--- src/rtl/pktport_pkg.sv ---
package pktport_pkg;

    localparam int REG_AW = 6;

    localparam logic [REG_AW-1:0] OFS_ID_LO  = 6'h00;
    localparam logic [REG_AW-1:0] OFS_ID_HI  = 6'h04;
    localparam logic [REG_AW-1:0] OFS_BUSY   = 6'h08;
    localparam logic [REG_AW-1:0] OFS_RXCNT  = 6'h0C;
    localparam logic [REG_AW-1:0] OFS_TXCNT  = 6'h10;
    localparam logic [REG_AW-1:0] OFS_FLAGS  = 6'h14;
    localparam logic [REG_AW-1:0] OFS_INFO   = 6'h18;
    localparam logic [REG_AW-1:0] OFS_RXDAT  = 6'h1C;
    localparam logic [REG_AW-1:0] OFS_TXDAT  = 6'h20;

    localparam int BIT_TXDONE = 0;
    localparam int BIT_RXAVL  = 1;
    localparam int BIT_TEST   = 31;

    typedef struct packed {
        logic [7:0] data;
        logic       sof;
        logic       eof;
    } beat_t;

    typedef struct packed {
        logic test;
        logic rx;
        logic tx;
    } flags_t;

    function automatic logic [31:0] flags_word(flags_t f);
        logic [31:0] w;
        w = '0;
        w[BIT_TEST]   = f.test;
        w[BIT_RXAVL]  = f.rx;
        w[BIT_TXDONE] = f.tx;
        return w;
    endfunction

endpackage

--- src/rtl/pktport_rx.sv ---
module pktport_rx
    import pktport_pkg::*;
#(
    parameter int DEPTH = 256
) (
    input  logic                           clk,
    input  logic                           rst,
    input  beat_t                          in_beat,
    input  logic                           in_valid,
    output logic                           in_ready,
    input  logic                           hold,
    input  logic                           pop,
    output logic [7:0]                     rd_byte,
    output logic [$clog2(DEPTH+1)-1:0]     count,
    output logic                           frame_done,
    output logic                           filling
);
    localparam int AW = $clog2(DEPTH);
    localparam int CW = $clog2(DEPTH + 1);

    logic [7:0]    mem [DEPTH];
    logic [CW-1:0] wptr, rptr, cnt;
    logic          fill_q;
    logic          idle_ok, take, room;

    assign idle_ok    = !fill_q && !hold && (cnt == '0);
    assign in_ready   = fill_q || idle_ok;
    assign take       = in_valid && in_ready && (fill_q || in_beat.sof);
    assign room       = wptr < CW'(DEPTH);
    assign frame_done = take && in_beat.eof;
    assign count      = cnt;
    assign filling    = fill_q;
    assign rd_byte    = (cnt != '0) ? mem[rptr[AW-1:0]] : 8'h00;

    always_ff @(posedge clk) begin
        if (take && room) begin
            mem[wptr[AW-1:0]] <= in_beat.data;
        end
    end

    always_ff @(posedge clk) begin
        if (rst) begin
            fill_q <= 1'b0;
            wptr   <= '0;
            rptr   <= '0;
            cnt    <= '0;
        end else begin
            if (take) begin
                if (in_beat.eof) begin
                    fill_q <= 1'b0;
                    wptr   <= '0;
                    rptr   <= '0;
                    cnt    <= room ? wptr + 1'b1 : wptr;
                end else begin
                    fill_q <= 1'b1;
                    if (room) wptr <= wptr + 1'b1;
                end
            end
            if (pop && cnt != '0) begin
                cnt  <= cnt - 1'b1;
                rptr <= rptr + 1'b1;
            end
        end
    end

    p_pop_dec_r4: assert property (@(posedge clk) disable iff (rst)
        (pop && cnt != '0) |=> (cnt == $past(cnt) - 1'b1));

    p_empty_pop_r5: assert property (@(posedge clk) disable iff (rst)
        (pop && cnt == '0 && !frame_done) |=> (cnt == '0));

    p_no_start_r6: assert property (@(posedge clk) disable iff (rst)
        ((hold || cnt != '0) && !fill_q) |=> !fill_q);

    p_len_cap_r12: assert property (@(posedge clk) disable iff (rst)
        cnt <= CW'(DEPTH));

endmodule

--- src/rtl/pktport_tx.sv ---
module pktport_tx
    import pktport_pkg::*;
#(
    parameter int DEPTH = 256
) (
    input  logic                           clk,
    input  logic                           rst,
    input  logic                           len_wr,
    input  logic [31:0]                    len_val,
    input  logic                           dat_wr,
    input  logic [7:0]                     dat_byte,
    output logic [$clog2(DEPTH+1)-1:0]     remaining,
    output logic                           sending,
    output beat_t                          out_beat,
    output logic                           out_valid,
    input  logic                           out_ready,
    output logic                           done
);
    localparam int AW = $clog2(DEPTH);
    localparam int CW = $clog2(DEPTH + 1);

    logic [7:0]    mem [DEPTH];
    logic [CW-1:0] len_q, rem, wptr, sptr;
    logic [CW-1:0] len_clamped;
    logic          send_q, last, store;

    assign len_clamped = (len_val > 32'(DEPTH)) ? CW'(DEPTH) : len_val[CW-1:0];
    assign store       = dat_wr && (rem != '0);
    assign last        = (sptr == len_q - 1'b1);

    assign remaining      = rem;
    assign sending        = send_q;
    assign out_valid      = send_q;
    assign out_beat.data  = mem[sptr[AW-1:0]];
    assign out_beat.sof   = send_q && (sptr == '0);
    assign out_beat.eof   = send_q && last;
    assign done           = send_q && out_ready && last;

    always_ff @(posedge clk) begin
        if (store) begin
            mem[wptr[AW-1:0]] <= dat_byte;
        end
    end

    always_ff @(posedge clk) begin
        if (rst) begin
            len_q  <= '0;
            rem    <= '0;
            wptr   <= '0;
            sptr   <= '0;
            send_q <= 1'b0;
        end else begin
            if (len_wr && !send_q) begin
                len_q <= len_clamped;
                rem   <= len_clamped;
                wptr  <= '0;
            end else if (store) begin
                wptr <= wptr + 1'b1;
                rem  <= rem - 1'b1;
                if (rem == CW'(1)) begin
                    send_q <= 1'b1;
                    sptr   <= '0;
                end
            end
            if (send_q && out_ready) begin
                sptr <= sptr + 1'b1;
                if (last) send_q <= 1'b0;
            end
        end
    end

    p_hold_out_r7: assert property (@(posedge clk) disable iff (rst)
        (out_valid && !out_ready) |=> (out_valid && $stable(out_beat)));

    p_done_ends_r9: assert property (@(posedge clk) disable iff (rst)
        done |=> !send_q);

    p_len_ignored_r8: assert property (@(posedge clk) disable iff (rst)
        (send_q && len_wr) |=> (rem == '0));

    p_idle_write_r8: assert property (@(posedge clk) disable iff (rst)
        (rem == '0 && !len_wr) |=> (rem == '0));

endmodule

--- src/rtl/pktport_irq.sv ---
module pktport_irq
    import pktport_pkg::*;
(
    input  logic        clk,
    input  logic        rst,
    input  logic        tx_set,
    input  logic        rx_set,
    input  logic        wr,
    input  logic        rd,
    input  logic [31:0] wdata,
    output flags_t      flags,
    output logic        irq
);
    flags_t f_q;

    assign flags = f_q;
    assign irq   = f_q.tx || f_q.rx || f_q.test;

    always_ff @(posedge clk) begin
        if (rst) begin
            f_q <= '0;
        end else begin
            if (wr && wdata[BIT_TXDONE]) f_q.tx <= 1'b0;
            if (tx_set)                  f_q.tx <= 1'b1;
            if (wr && wdata[BIT_RXAVL])  f_q.rx <= 1'b0;
            if (rx_set)                  f_q.rx <= 1'b1;
            if (wr) begin
                if (wdata == 32'h0)        f_q.test <= 1'b0;
                else if (wdata[BIT_TEST])  f_q.test <= 1'b1;
            end else if (rd) begin
                f_q.test <= 1'b0;
            end
        end
    end

    p_test_rdclr_r10: assert property (@(posedge clk) disable iff (rst)
        (rd && !wr) |=> !f_q.test);

    p_test_set_r10: assert property (@(posedge clk) disable iff (rst)
        (wr && wdata[BIT_TEST]) |=> f_q.test);

    p_w1c_tx_r9: assert property (@(posedge clk) disable iff (rst)
        (wr && wdata[BIT_TXDONE] && !tx_set) |=> !f_q.tx);

    p_w1c_rx_r9: assert property (@(posedge clk) disable iff (rst)
        (wr && wdata[BIT_RXAVL] && !rx_set) |=> !f_q.rx);

endmodule

--- src/rtl/pktport_nic.sv ---
module pktport_nic
    import pktport_pkg::*;
#(
    parameter int          BUF_DEPTH = 256,
    parameter logic [63:0] DEV_ID    = 64'h3154524F_50544B50
) (
    input  logic              clk,
    input  logic              rst,
    input  logic [REG_AW-1:0] bus_addr,
    input  logic              bus_wr,
    input  logic              bus_rd,
    input  logic [31:0]       bus_wdata,
    output logic [31:0]       bus_rdata,
    input  logic              rx_valid,
    input  logic [7:0]        rx_data,
    input  logic              rx_sof,
    input  logic              rx_eof,
    output logic              rx_ready,
    output logic              tx_valid,
    output logic [7:0]        tx_data,
    output logic              tx_sof,
    output logic              tx_eof,
    input  logic              tx_ready,
    output logic              irq
);
    localparam int CW = $clog2(BUF_DEPTH + 1);

    beat_t         rx_beat, tx_beat;
    flags_t        flags;
    logic [CW-1:0] rx_cnt, tx_rem;
    logic [7:0]    rx_byte;
    logic          rx_done, rx_fill, tx_send, tx_done;
    logic          len_wr, dat_wr, flg_wr, flg_rd, pop;

    assign rx_beat = '{data: rx_data, sof: rx_sof, eof: rx_eof};

    assign len_wr = bus_wr && (bus_addr == OFS_TXCNT);
    assign dat_wr = bus_wr && (bus_addr == OFS_TXDAT);
    assign flg_wr = bus_wr && (bus_addr == OFS_FLAGS);
    assign flg_rd = bus_rd && (bus_addr == OFS_FLAGS);
    assign pop    = bus_rd && (bus_addr == OFS_RXDAT);

    pktport_rx #(.DEPTH(BUF_DEPTH)) u_rx (
        .clk        (clk),
        .rst        (rst),
        .in_beat    (rx_beat),
        .in_valid   (rx_valid),
        .in_ready   (rx_ready),
        .hold       (flags.rx),
        .pop        (pop),
        .rd_byte    (rx_byte),
        .count      (rx_cnt),
        .frame_done (rx_done),
        .filling    (rx_fill)
    );

    pktport_tx #(.DEPTH(BUF_DEPTH)) u_tx (
        .clk       (clk),
        .rst       (rst),
        .len_wr    (len_wr),
        .len_val   (bus_wdata),
        .dat_wr    (dat_wr),
        .dat_byte  (bus_wdata[7:0]),
        .remaining (tx_rem),
        .sending   (tx_send),
        .out_beat  (tx_beat),
        .out_valid (tx_valid),
        .out_ready (tx_ready),
        .done      (tx_done)
    );

    pktport_irq u_irq (
        .clk    (clk),
        .rst    (rst),
        .tx_set (tx_done),
        .rx_set (rx_done),
        .wr     (flg_wr),
        .rd     (flg_rd),
        .wdata  (bus_wdata),
        .flags  (flags),
        .irq    (irq)
    );

    assign tx_data = tx_beat.data;
    assign tx_sof  = tx_beat.sof;
    assign tx_eof  = tx_beat.eof;

    always_comb begin
        bus_rdata = 32'h0;
        if (bus_rd) begin
            unique case (bus_addr)
                OFS_ID_LO: bus_rdata = DEV_ID[31:0];
                OFS_ID_HI: bus_rdata = DEV_ID[63:32];
                OFS_BUSY:  bus_rdata = {31'h0, rx_fill || tx_send};
                OFS_RXCNT: bus_rdata = 32'(rx_cnt);
                OFS_TXCNT: bus_rdata = 32'(tx_rem);
                OFS_FLAGS: bus_rdata = flags_word(flags);
                OFS_RXDAT: bus_rdata = {24'h0, rx_byte};
                default:   bus_rdata = 32'h0;
            endcase
        end
    end

    p_irq_r11: assert property (@(posedge clk) disable iff (rst)
        $rose(irq) |-> (flags.tx || flags.rx || flags.test));

endmodule

--- config.mk ---
export PLATFORM = sky130hd
export DESIGN_NAME = pktport_nic
export DESIGN_NICKNAME = d
export VERILOG_FILES = /design/src/rtl/pktport_pkg.sv /design/src/rtl/pktport_rx.sv /design/src/rtl/pktport_tx.sv /design/src/rtl/pktport_irq.sv /design/src/rtl/pktport_nic.sv
export SDC_FILE = /design/constraint.sdc
export NUM_CORES = 2
export LEC_CHECK = 0
export BUFFER_PORTS_ARGS = -buffer_cell sky130_fd_sc_hd__clkbuf_2
export CORE_MARGIN = 2
export CORE_UTILIZATION = 27
export DETAILED_ROUTE_END_ITERATION = 16
export GPL_ROUTABILITY_DRIVEN = 0
export GPL_TIMING_DRIVEN = 0
export PLACE_DENSITY_LB_ADDON = 0.1
export SYNTH_ARGS = -nofsm -noshare
export SYNTH_HDL_FRONTEND = slang
export SYNTH_SLANG_ARGS = --single-unit
export TNS_END_PERCENT = 20
--- constraint.sdc ---
create_clock -name clk -period 6.8 [get_ports clk]
set_input_delay 1.36 -clock clk [delete_from_list [all_inputs] [get_ports clk]]
set_output_delay 1.36 -clock clk [all_outputs]
set_load 0.01 [all_outputs]
==> summary.md <==
| Metric | Value |
|---|---|
| Outcome | `finished, violations left` |
| Failing checks | `capacitance limit, slew limit, setup timing` |
| Cell variety after synth | `74` |
| PwrDens | `roughly 280 nW/um^2` |
| Critical-path maximum fanout | `10` |
| H-tree depth | `5` |
| Worst setup EP type | `primary output` |
| Vias | `around 86k` |
| TritonCTS sink count | `4178` |
| Largest net degree at the start of global routing | `between 100 and 150` |
| Grt ovf | `0` |
| Effective utilization at floorplan | `0.271` |
| Core Util, Final | `0.319` |
| GRT Total Usage | `0.211` |
| Critical Path Max Stage Delay | `~640 ps` |
| Final min period | `7080 ps` |
| Number of global-route vias before repair | `roughly 86k` |
| Post-synthesis sequential area ratio | `0.767` |
| Post-Route Skew | `~77 ps` |
| Nets | `between 8k and 9k` |
| Setup Total Neg Slack | `-760 ps` |
| Number of synthesized flops with an enable pin | `4096` |
| Part of the cycle the worst path needs | `1.04` |
| Setup crit end | `bus_rdata[3]` |
| DP HPWL | `between 400 and 500 mm` |
| VDD IR max | `0.000212 V` |
| # port buffers | `84` |
| Slowest-stage cell, CP | `clkbuf_1` |
| Commonest cells after routing, fill and taps aside | `edfxtp_1, mux4_2, nor2_1` |
| IO Count | `~100` |
| Layout overhead on the synthesized area | `17.7%` |
| Routed Antenna Nets | `0` |
| Main synth FF type | `edfxtp_1` |
| Layout filler cell count | `between 50k and 60k` |
| Most common cell after layout, fill and taps aside | `edfxtp_1` |
| Worst R2R Start | `u_rx.count[0]` |
| R2R cell count | `10` |
| Routed wire length | `approximately 660 mm` |
| Crit path cell chain | `buf_4, clkbuf_1, clkbuf_4, clkbuf_2, a31oi_1, o21ai_0, nand3_1, o311ai_4, a2bb2oi_1, buf_6, clkbuf_2` |
| Final cell count without fillers | `16.8k` |
| Ys async rst share | `0` |
| Synth Instances | `approximately 7.7k` |
| Initial antenna violation count | `68` |
| Layout cells sized above 1 | `0.271` |
| CP arrival | `5720 ps` |
| Reg2Reg Setup Slack | `between 900 and 1000 ps` |
| 1st-pass router iterations | `7` |
| Placed Cells | `about 16k` |
| R2R Path End | `u_rx.mem[236][1]` |
| Routed WL per cell | `39.3 um` |
| Final setup viols | `6` |
| Number of CTS-inserted buffers | `about 470` |
| Critical path depth | `11` |
| Worst-path clk slew | `about 60 ps` |
| Critical Path RT | `~5400 ps` |
| Global-route wire length before repair | `about 860 mm` |
| Placed Area | `175000 um^2` |
| Max-slew violations | `2` |
| Endpoints failing hold | `0` |
| Core Rows | `about 280` |
| Die footprint | `608000 um^2` |
| Crit-path leading delay family | `buffers and inverters` |
| CP startpoint kind | `flop` |
| Post-Syn Area | `~160000 um^2` |
| Area of the core | `between 500000 and 600000 um^2` |
| Final WS setup | `-276 ps` |
| Max-slew headroom | `-0.0865` |
| Die X | `around 780 um` |
| CTS tree | `built` |
| DRC Markers | `0` |
| Die Ht | `~780 um` |
| Crit path buffers/inverters | `6` |
| Most frequent cell on the critical path | `clkbuf_2` |
| RSZ-0062 raised after global routing | `yes` |
| Leakage power | `56.6 nW` |
| Drt first-iter violations | `approximately 10k` |
| Highest clock rate | `141 MHz` |
| Root Driver | `clkbuf_16` |
| Crit Path Category | `flop to primary output` |
| Clk_lat worst skew | `between 1000 and 1500 ps` |
| Final hold slack | `a little under 500 ps` |
| Synthesized area per cell | `roughly 21 um^2` |
| Synth warn | `0` |
| Seq cells post-synth | `4178` |
| Final instance area | `~190000 um^2` |
| Max Cap Viol | `1` |
| CTS max path bufs | `4` |
| Drt via density | `~5.1` |
| Type of the tightest min-delay check | `flop to flop` |
| Slew @ Worst Pin | `about 1600 ps` |
layer usage:
metal | GRT usage | part of all wire | vias up
met5 | 0 | 0.00017 | -
met4 | 0.0792 | 0.044 | 18
met3 | 0.0383 | 0.065 | 993
met2 | 0.347 | 0.48 | 3648
met1 | 0.278 | 0.41 | 47728
li1 | - | - | 33514
layout make-up:
type                       count  area [um^2]  share of cell area
multi-input combinational   3034        36200               0.189
sequential                  4178       125000               0.651
tap                         8008        10000              0.0524
buffer                       464         3090              0.0161
clock inverter               287         2540              0.0133
clock buffer                 578        12300              0.0645
inverter                      26          101            0.000530
timing repair buffer         165         2370              0.0124
antenna                       19         47.5            0.000248
synth_stat cells, drive strengths merged, types with 16 or more instances:
cell    count  share of area
edfxtp   4096           0.76
mux4     1111           0.15
nor2      647          0.015
clkbuf    238         0.0055
nand2     233         0.0054
buf       229         0.0078
a21oi     125         0.0038
mux2i     117         0.0072
a22oi      94         0.0043
nand3      90         0.0028
dfxtp      82          0.010
o22ai      73         0.0028
o21ai      57         0.0018
nor3       49         0.0015
nor2b      32         0.0012
o221ai     27         0.0015
inv        24        0.00055
nor4       23        0.00089
a31oi      21        0.00081
and3       21        0.00081
xor2       21         0.0011
nand2b     20        0.00077
a221oi     18        0.00097
nand4      18        0.00069
a211oi     17        0.00079
mux2       17         0.0012
ha         16         0.0012
power by group:
group	leakage, nW	internal [mW]	switching (mW)
logic	11.8	0.119	0.600
clock network	7.26	14.3	10.8
registers	37.5	28.3	0.00599
metrics by stage:
stage	total power [mW]	setup slack, ps
after floorplan	28.9	2150
after global placement	29.6	-3200
after detailed placement	29.5	-1870
after CTS	54.5	-41.0
after global routing	55.4	-49.0
final	54.1	-276
how the worst min path moves through the flow:
stage                             start            end  slack [ps]  cells after the start
final                     u_tx.len_q[8]  u_tx.len_q[8]         490                      2
after global routing       u_rx.rptr[7]           flop         520                      1
after CTS                 u_tx.len_q[8]  u_tx.len_q[8]         490                      2
after detailed placement  u_tx.len_q[8]  u_tx.len_q[8]         480                      2
after global placement    u_tx.len_q[8]  u_tx.len_q[8]         480                      2
after floorplan            u_rx.rptr[7]           flop         440                      1
flip-flops by register name, indices dropped and copies added (netlist names), 8 cells and up, named ones only:
register	flops
u_rx.wptr	9
u_tx.wptr	8
u_tx.sptr	9
u_rx.count	9
u_tx.mem	2048
u_rx.rptr	8
u_tx.len_q	9
u_rx.mem	2048
u_tx.remaining	9
worst min-delay path, cell delays in order, from the launching register on:
cell     delay [ps]
dfxtp_1         330
nand2_1          60
a21oi_1          50
timing repair:
item                                    4_1_cts  5_1_grt
setup buffers                                 0        0
hold buffers                                  0        0
pin swaps                                     5        0
endpoints found under the setup margin       16        5
gates resized for setup                     382        3
cells by family (layout without fill, tap and decap cells):
| logic type | Yosys count | in the layout | share of synthesized area |
|---|---|---|---|
| mux | 1245 | 1245 | 0.162 |
| simple gates | 1199 | 1199 | 0.0319 |
| buf+inv | 493 | 1520 | 0.0139 |
| flops | 4178 | 4178 | 0.767 |
| other cells | 1 | 30 | 0.0000231 |
| fa+ha+maj | 16 | 16 | 0.00123 |
| xor+xnor | 34 | 34 | 0.00183 |
| compound gates | 529 | 529 | 0.0220 |
Note: power is estimated with default switching activity, not from simulation.
